`config.mk`:
```
export PLATFORM = sky130hd
export DESIGN_NAME = attr_remap
export DESIGN_NICKNAME = d
export VERILOG_FILES = /design/src/rtl/attr_remap.sv
export SDC_FILE = /design/constraint.sdc
export NUM_CORES = 1
export LEC_CHECK = 0
export BUFFER_PORTS_ARGS = -buffer_cell sky130_fd_sc_hd__buf_2
export CORE_ASPECT_RATIO = 1.1
export CORE_UTILIZATION = 45
export DETAILED_ROUTE_END_ITERATION = 8
export PLACE_DENSITY = 0.77
export SLEW_MARGIN = 20
export SYNTH_ARGS = -nofsm -noshare
export SYNTH_HDL_FRONTEND = slang
export SYNTH_SLANG_ARGS = --single-unit
export TNS_END_PERCENT = 50
```
`constraint.sdc`:
```
create_clock -name clk -period 1.9 [get_ports clk]
set_clock_uncertainty 0.1 [all_clocks]
set_input_delay 0.095 -clock clk [delete_from_list [all_inputs] [get_ports clk]]
set_output_delay 0.095 -clock clk [all_outputs]
set_load 0.01 [all_outputs]
```
`src/rtl/attr_remap.sv`:
```
module attr_remap #(
  parameter int          REG_W    = 32,
  parameter logic [31:0] PRIM_RST = 32'h000AAAA4,
  parameter logic [31:0] NORM_RST = 32'h40E040E0
) (
  input  logic             clk,
  input  logic             rst_n,
  input  logic             remap_en,
  input  logic             tex0,
  input  logic             c_bit,
  input  logic             b_bit,
  input  logic             shareable_in,
  input  logic             ns_in,
  input  logic             reg_we,
  input  logic             reg_sel,
  input  logic [REG_W-1:0] reg_wdata,
  output logic [REG_W-1:0] reg_rdata,
  output logic [1:0]       mem_type,
  output logic             shareable_out,
  output logic [1:0]       inner_cache,
  output logic [1:0]       outer_cache,
  output logic             ns_out
);
  localparam logic [1:0] T_SO  = 2'b00;
  localparam logic [1:0] T_DEV = 2'b01;
  localparam logic [1:0] T_NRM = 2'b10;

  logic [REG_W-1:0] prim_q, norm_q;
  logic [2:0]       idx;
  logic [1:0]       fix_type, fix_cache, map_type, sel_type;

  assign idx = {tex0, c_bit, b_bit};

  always_ff @(posedge clk or negedge rst_n) begin
    if (!rst_n) begin
      prim_q <= PRIM_RST[REG_W-1:0];
      norm_q <= NORM_RST[REG_W-1:0];
    end else if (reg_we) begin
      if (reg_sel) norm_q <= reg_wdata;
      else         prim_q <= reg_wdata;
    end
  end

  assign reg_rdata = reg_sel ? norm_q : prim_q;

  always_comb begin
    case (idx)
      3'b000:  begin fix_type = T_SO;  fix_cache = 2'b00; end
      3'b001:  begin fix_type = T_DEV; fix_cache = 2'b00; end
      3'b010:  begin fix_type = T_NRM; fix_cache = 2'b10; end
      3'b011:  begin fix_type = T_NRM; fix_cache = 2'b11; end
      3'b111:  begin fix_type = T_NRM; fix_cache = 2'b01; end
      default: begin fix_type = T_NRM; fix_cache = 2'b00; end
    endcase
  end

  assign map_type = (prim_q[{idx, 1'b0} +: 2] == 2'b11) ? T_NRM : prim_q[{idx, 1'b0} +: 2];
  assign sel_type = remap_en ? map_type : fix_type;
  assign mem_type = sel_type;

  always_comb begin
    if (sel_type == T_SO)
      shareable_out = 1'b1;
    else if (!remap_en)
      shareable_out = shareable_in;
    else if (sel_type == T_DEV)
      shareable_out = prim_q[16 + int'(shareable_in)];
    else
      shareable_out = prim_q[18 + int'(shareable_in)];
  end

  always_comb begin
    if (!remap_en) begin
      inner_cache = fix_cache;
      outer_cache = fix_cache;
    end else if (sel_type == T_NRM) begin
      inner_cache = norm_q[{idx, 1'b0} +: 2];
      outer_cache = norm_q[16 + 2 * int'(idx) +: 2];
    end else begin
      inner_cache = 2'b00;
      outer_cache = 2'b00;
    end
  end

  assign ns_out = ns_in;
endmodule


```
# [Word-level counts from Yosys, hierarchy flattened]
# Cells that the tools add are included.
[totals] ff_bits=64 inputBits=42 output_inout_bits=40 word_cells=40
[op_classes] n_addsub=3 n_lt_le_gt_ge=2 n_eq_ne=7 n_shift=3 n_mux=18 n_bitwise=1 n_reduce_logical=4
[op_table] cell="32-bit by 5-bit variable part select with 2-bit output" n=2
[op_table] cell="32-bit two-way mux" n=1
[op_table] cell="32-bit by 7-bit variable part select with 2-bit output" n=1
[op_table] cell="5-bit by 1-bit adder with 6-bit output (first input constant)" n=2
[op_table] cell="6-bit < comparator (second input constant)" n=2
[op_table] cell="2-bit two-way mux" n=6
[op_table] cell="1-bit binary-select mux with 5-bit select" n=2
[op_table] cell="1-bit two-way mux" n=7
[op_table] cell="5-bit by 4-bit adder with 6-bit output (first input constant)" n=1
[op_table] cell="3-bit by 2-bit == test with 1-bit output (second input constant)" n=2
[op_table] cell="2-bit one-hot mux with 3 select lines" n=1
[op_table] cell="2-bit == test (second input constant)" n=2
[op_table] cell="2-bit one-hot mux with 2 select lines" n=1
[op_table] cell="2-bit AND reduction" n=2
[op_table] cell="3-bit by 1-bit == test with 1-bit output (second input constant)" n=1
[op_table] cell="3-bit == test (second input constant)" n=1
[op_table] cell="3-bit logical NOT" n=1
[op_table] cell="2-bit by 1-bit == test with 1-bit output (second input constant)" n=1
[op_table] cell="2-bit logical NOT" n=1
[op_table] cell="1-bit inverter" n=1

# [Longest topological paths before layout]
# Gate-level depths: netlist of the first run.
[logic_depth] depth_word=8 ltp_mapped=5 ltp_nobuf=4

# [Worst setup path before layout of the first run]
# OpenSTA, ideal clock, no wires.
[synth_path] kind="flip-flop to output port" start="register prim_q[11]" end="output shareable_out" arrival_time_ns=1.343 t_required_ns=1.705 setup_slack_ns=0.362 path_stages_with_launch=5 n_path_buf=0 path_cell_list="dfstp_2 mux2i_1 a22oi_1 a21boi_1 mux2_1"
[synth_via] elab_chain_cells=8 word_cells_on_any_way=15 classes_between="eq/ne (2); shift (1); mux (11); reduce/logical (1)"
[synth_lines] item="start: declaration" line="28" rtl="logic [REG_W-1:0] prim_q, norm_q;"
[synth_lines] item="start signal: assignment" line="36" rtl="prim_q <= PRIM_RST[REG_W-1:0];"
[synth_lines] item="start signal: assignment" line="40" rtl="else prim_q <= reg_wdata;"
[synth_lines] item="32-bit by 5-bit variable part select with 2-bit output" line="57" rtl="assign map_type = (prim_q[{idx, 1'b0} +: 2] == 2'b11) ? T_NRM : prim_q[{idx, 1'b0} +: 2];"
[synth_lines] item="2-bit == test" line="57"
[synth_lines] item="2-bit two-way mux" line="57"
[synth_lines] item="2-bit two-way mux" line="58" rtl="assign sel_type = remap_en ? map_type : fix_type;"
[synth_lines] item="2-bit by 1-bit == test with 1-bit output" line="66" rtl="else if (sel_type == T_DEV)"
[synth_lines] item="1-bit two-way mux" line="66"
[synth_lines] item="1-bit two-way mux" line="64" rtl="else if (!remap_en)"
[synth_lines] item="1-bit two-way mux *" line="62" rtl="if (sel_type == T_SO)"
[synth_lines] item="end: declaration" line="19" rtl="output logic shareable_out,"
# Mark *: on every way between the ends. The rest lies on a longest branch, timed or not. The select of a mux whose other input is x is not followed.

# [Worst setup path in the final report of the first run]
# Ends and elaborated chain as after synthesis.

==> impl_metrics.env, run 1 <==
export IMPL_status="finished, violations left"
export IMPL_violations="setup timing"
export IMPL_ir_drop_mv=0.529
export IMPL_crit_chain="mux2i_1 > a22oi_2 > a21boi_2 > mux2_4 > buf_6"
export IMPL_coreArea_mm2=0.00705
export IMPL_p_seq_frac=0.443
export IMPL_min_period_over_period=1.06
export IMPL_drive_gt1_frac=0.599
export IMPL_report_final_slew_viol_count=0
export IMPL_crit_family="flip-flops"
export IMPL_path_max_fanout=4
export IMPL_initial_core_util=0.469
export IMPL_die_x_um=83.7
export IMPL_dieArea_mm2=0.00768
export IMPL_grt_max_degree=65
export IMPL_numCtsBuffers=9
export IMPL_htree_levels=3
export IMPL_ios=82
export IMPL_cp_buffers_inverters=1
export IMPL_drc_errors=0
export IMPL_final_cell_mix="78 x buf_2, 66 x mux2_2, 47 x dfrtp_1"
export IMPL_max_slew_margin=0.773
export IMPL_min_period_ns=2.02
export IMPL_wl_met1_um=3390
export IMPL_yosysSeqAreaShare=0.491
export IMPL_dr_wl_met2_um=3770
export IMPL_wl_met3_um=233
export IMPL_wl_per_cell_um=17.3
export IMPL_power_share_switching=0.264
export IMPL_antenna_cells=0
export IMPL_synth_cells=225
export IMPL_grt_pass1_wl_um=12600
export IMPL_clockBufferDepth=2
export IMPL_cp_end_kind="primary output"
export IMPL_synthArstFlopShare=1.00
export IMPL_cellInternalPower_mw=2.91
export IMPL_drv_cap=0
export IMPL_vias_per_cell=5.30
export IMPL_areaGrowthSynthToFinish_pct=33.8
export IMPL_highest_layer="met4"
export IMPL_row_count=32
export IMPL_stdcell_count=437
export IMPL_fmax_mhz=495
export IMPL_ys_ff_latch=64
export IMPL_synth_edff_count=0
export IMPL_drtAntennaViolNets=0
export IMPL_portBuffers=79
export IMPL_critical_path_class="flip-flop to primary output"
export IMPL_combPwrFrac=0.241
export IMPL_power_density_mw_per_mm2=895
export IMPL_max_slew_worst_pin_slew_ns=0.340
export IMPL_clockPowerShare=0.316
export IMPL_switchingPower_mw=1.05
export IMPL_cts_root_buffer="clkbuf_8"
export IMPL_syn_area_mm2=0.00330
export IMPL_first_global_vias=2541
export IMPL_dp_hpwl_um=5160
export IMPL_start_kind="flip-flop"
export IMPL_setup_viol=6
export IMPL_total_power_mw=3.96
export IMPL_clk_pin_slew_ns=0.07
export IMPL_ys_types=30
export IMPL_clock_latency_ns=0.34
export IMPL_max_stage_delay_ns=0.55
export IMPL_cts_sinks=64
export IMPL_ys_warn_count=0
export IMPL_arrival_ns=1.83
export IMPL_first_pass_iters=4
export IMPL_required_ns=1.70
export IMPL_grt_setup_unrepaired="true"
export IMPL_drt_initial_drc_count=52
export IMPL_syn_nets=267
export IMPL_wl_um=7540
export IMPL_p_leak_nw=1.96
export IMPL_finalHoldViolCount=0
export IMPL_cts_tree="yes"
export IMPL_track_usage=0.214
export IMPL_cp_slowest_cell="dfstp_2"
export IMPL_layout_nets=389
export IMPL_setup_slack_ns=-0.122
export IMPL_antenna_found_initial=0
export IMPL_grt_ovfl_total=0
export IMPL_place_gp_congestion=0.760
export IMPL_avgSynthCellArea_um2=14.7
export IMPL_pre_cts_ws_ns=0.155
export IMPL_dp_cells=384
export IMPL_multi_input_area_mm2=0.00161
export IMPL_ys_flop_type="dfrtp_1"
export IMPL_regArea_mm2=0.00162
export IMPL_nFillCells=545
export IMPL_num_vias=2316
export IMPL_layout_commonest_cell="buf_2"
export IMPL_hold_class="input pin to primary output"
export IMPL_die_h_um=91.8
registers in the layout (all words and copies together), names as in the netlist:
signal	flops
prim_q	32
norm_q	32
repair_timing:
| item | CTS | global route |
|---|---|---|
| setup endpoints to repair | 7 | 7 |
| endpoints found under the hold margin | 128 | 0 |
| setup buffers | 2 | 2 |
| pin swaps | 7 | 4 |
| resized for setup | 8 | 0 |
| hold buffers | 33 | 0 |
cells in the mapped netlist, types with 2 or more instances:
cell type	number	area (um2)
buf_2	9	45.0
nor2_1	2	7.51
buf_6	2	22.5
o211ai_1	2	15.0
mux2_1	31	349
nand2_1	4	15.0
clkbuf_1	5	18.8
nand4_1	2	12.5
mux2i_1	7	70.1
nor2b_1	4	25.0
o21ai_1	2	10.0
dfrtp_1	47	1180
dfstp_2	17	447
mux4_1	2	52.6
mux2_2	67	754
mux4_2	8	180
metal layers:
layer / up-vias / track usage
met1: 1162 / 0.277
li1: 1087 / -
met4: 0 / 0.0932
met3: 12 / 0.0396
met5: - / 0
met2: 55 / 0.354
cell families after synthesis:
logic type      share of synthesized area
mux                                 0.426
flops                               0.491
simple gates                       0.0326
buf+inv                            0.0284
compound gates                     0.0216
cell type report:
class | instances | share of cell area
Timing Repair Buffer | 128 | 0.196
Tap cell | 85 | 0.0241
Sequential cell | 64 | 0.367
Multi-Input combinational cell | 144 | 0.364
Clock inverter | 2 | 0.00793
Clock buffer | 14 | 0.0413
final timing paths:
check | from | cells past startpoint | slack (ns) | endpoint
max | prim_q[11]$_DFFE_PN1P_ | 5 | -0.12 | shareable_out
min | ns_in | 0 | 0.09 | ns_out
max reg2reg | prim_q[14]$_DFFE_PN0P_ | 2 | 0.88 | prim_q[14]$_DFFE_PN0P_
min reg2reg | prim_q[28]$_DFFE_PN0P_ | 1 | 0.38 | prim_q[28]$_DFFE_PN0P_
max in group asynchronous | rst_n | 3 | 1.18 | prim_q[7]$_DFFE_PN1P_
min in group asynchronous | rst_n | 3 | 0.19 | prim_q[10]$_DFFE_PN0P_
power by group through the flow:
stage	logic [mW]	registers [mW]	clock network [mW]
global route	1.04	1.78	1.32
floorplan	0.574	1.71	0
global placement	0.853	1.76	0
finish	0.954	1.75	1.25
detailed placement	0.866	1.78	0
CTS	0.952	1.75	1.27
stage by stage:
step           instance area (um2)  hold slack [ns]  setup TNS, ns   util
2_1_floorplan                 3300           -0.301              0      -
3_3_place_gp                  3820           0.0308              0  0.542
3_5_place_dp                  3820           0.0413              0  0.542
4_1_cts                       4400           0.0901         -0.620  0.625
5_1_grt                       4420           0.0901         -0.947  0.627
6_report                      4420           0.0900         -0.445  0.627
No activity file was read; power rests on OpenSTA's default activity.
==> inputs of run 2 (changes only) <==
MAX_ROUTING_LAYER = met4   (was default)
PLACE_DENSITY = default   (was 0.77)
PLACE_DENSITY_LB_ADDON = 0.25   (was default)
==> run 2 against run 1 <==
Compared with the run above:
- the flow still finishes with violations (setup timing)
- flip-flop and latch count did not move
- count of clock-buffer cells in the layout fell by 2
- sequential share of layout area fell by 0.57 points
- via count rose by 1.3%
- wire length rose by 0.20%
- die area did not move
- worst hold slack barely moved
- register-to-register slack barely moved
- first-iteration DRC count rose by 58%
- critical path depth fell by 1
- largest cell class unchanged
==> impl_metrics.env, run 2 (synthesis gave the netlist of run 1 again) <==
export IMPL_wl_per_cell_um=17.3
export IMPL_areaGrowthSynthToFinish_pct=35.9
export IMPL_clockBufferDepth=2
export IMPL_whs_endpoint="ns_out"
export IMPL_setup_slack_ns=-0.117
export IMPL_ir_drop_mv=0.629
export IMPL_antenna_found_initial=0
export IMPL_grtUsageMet2=0.355
export IMPL_place_gp_congestion=0.761
export IMPL_num_vias=2346
export IMPL_final_cell_mix="78 x buf_2, 66 x mux2_2, 47 x dfrtp_1"
export IMPL_layout_nets=389
export IMPL_p_leak_nw=1.98
export IMPL_fmax_mhz=496
export IMPL_setup_viol=5
export IMPL_rrSetupSlack_ns=0.89
export IMPL_hold_class="input pin to primary output"
export IMPL_start_kind="flip-flop"
export IMPL_total_power_mw=4.22
export IMPL_power_density_mw_per_mm2=941
export IMPL_drtAntennaViolNets=0
export IMPL_grt_ovfl_total=0
export IMPL_drv_cap=0
export IMPL_coreArea_mm2=0.00705
export IMPL_die_h_um=91.8
export IMPL_max_slew_margin=0.567
export IMPL_dieArea_mm2=0.00768
export IMPL_die_x_um=83.7
export IMPL_arrival_ns=1.82
export IMPL_cts_tree="yes"
export IMPL_min_period_over_period=1.06
export IMPL_dp_hpwl_um=5180
export IMPL_status="finished, violations left"
export IMPL_worstReg2RegEnd="prim_q[4]$_DFFE_PN0P_"
export IMPL_initial_core_util=0.469
export IMPL_max_slew_worst_pin_slew_ns=0.650
export IMPL_busiest_layer="met2"
export IMPL_finalHoldViolCount=0
export IMPL_track_usage=0.220
export IMPL_path_max_fanout=3
export IMPL_required_ns=1.70
export IMPL_top_regs="norm_q (32), prim_q (32)"
export IMPL_pre_cts_ws_ns=0.164
export IMPL_ios=82
export IMPL_cts_root_buffer="clkbuf_8"
export IMPL_drive_gt1_frac=0.605
export IMPL_htree_levels=3
export IMPL_critical_path_class="flip-flop to primary output"
export IMPL_row_count=32
export IMPL_min_period_ns=2.02
export IMPL_tns_ns=-0.429
export IMPL_r2r_start="prim_q[4]$_DFFE_PN0P_"
export IMPL_layout_commonest_cell="buf_2"
export IMPL_grt_setup_unrepaired="true"
export IMPL_cp_end_kind="primary output"
export IMPL_whs_path_depth=0
export IMPL_wl_um=7550
export IMPL_report_final_slew_viol_count=0
export IMPL_antenna_cells=0
export IMPL_portBuffers=79
export IMPL_drt_initial_drc_count=82
export IMPL_first_global_vias=2459
export IMPL_grt_pass1_wl_um=12500
export IMPL_clock_latency_ns=0.34
export IMPL_min_delay_start="ns_in"
export IMPL_vias_per_cell=5.37
export IMPL_drc_errors=0
export IMPL_violations="setup timing"
export IMPL_grtUsageMet3=0.0423
export IMPL_grt_max_degree=33
export IMPL_numCtsBuffers=9
export IMPL_r2r_cells=2
export IMPL_gr_usage_met1=0.276
export IMPL_clk_pin_slew_ns=0.07
export IMPL_cts_sinks=64
export IMPL_first_pass_iters=4
## run 2: changes by cell type in the layout (fill, tap and decap cells not counted), sizes merged
cell and delta:
bufinv +2, clkbuf -2
## run 2: power breakdown
part	switching, mW	internal (mW)
combinational	0.402	0.560
clock	0.534	0.982
sequential	0.140	1.61
## run 2: metal layers
| layer | vias up | wire length, um |
|---|---|---|
| met5 | - | 0 |
| met4 | 0 | 83 |
| met3 | 6 | 275 |
| met2 | 59 | 3840 |
| met1 | 1205 | 3350 |
| li1 | 1076 | - |
## run 2: worst max-delay path by stage
stage,from,to,slack (ns),cells after the start
2_1_floorplan,prim_q[11]$_DFFE_PN1P_,shareable_out,0.36,4
3_3_place_gp,prim_q[11]$_DFFE_PN1P_,shareable_out,0.18,5
3_5_place_dp,prim_q[11]$_DFFE_PN1P_,shareable_out,0.16,5
4_1_cts,prim_q[12]$_DFFE_PN0P_,mem_type[0],-0.14,4
5_1_grt,prim_q[11]$_DFFE_PN1P_,outer_cache[1],-0.19,5
6_report,prim_q[12]$_DFFE_PN0P_,mem_type[0],-0.12,4
## run 2: timing repair
action	4_1_cts	5_1_grt
hold buffers	33	0
setup endpoints to repair	7	6
pin swaps	7	0
hold endpoints to repair	78	0
setup buffers	4	0
resized for setup	9	0
gates cloned	0	0
## run 2: cell type report
cell class	instances	area [um2]
fillers	578	2560
flip-flops and latches	64	1620
multi-input cells	144	1610
repair buffers	128	890
clock buffers	12	165
well taps	85	106
clock inverters	4	98.8
## run 2: critical path: stages, from the launching register on
cell and delay (ns):
dfrtp_1 0.40, mux4_2 0.46, mux2_4 0.30, a22o_1 0.18
buf_2 0.14
## run 2: metrics by stage
stage	util	cell area (um2)	hold WS [ns]	std cells
2_1_floorplan	-	3300	-0.301	225
3_3_place_gp	0.545	3840	0.0347	384
3_5_place_dp	0.545	3840	0.0481	384
4_1_cts	0.637	4490	0.0901	437
5_1_grt	0.637	4490	0.0900	437
6_report	0.637	4490	0.0900	437
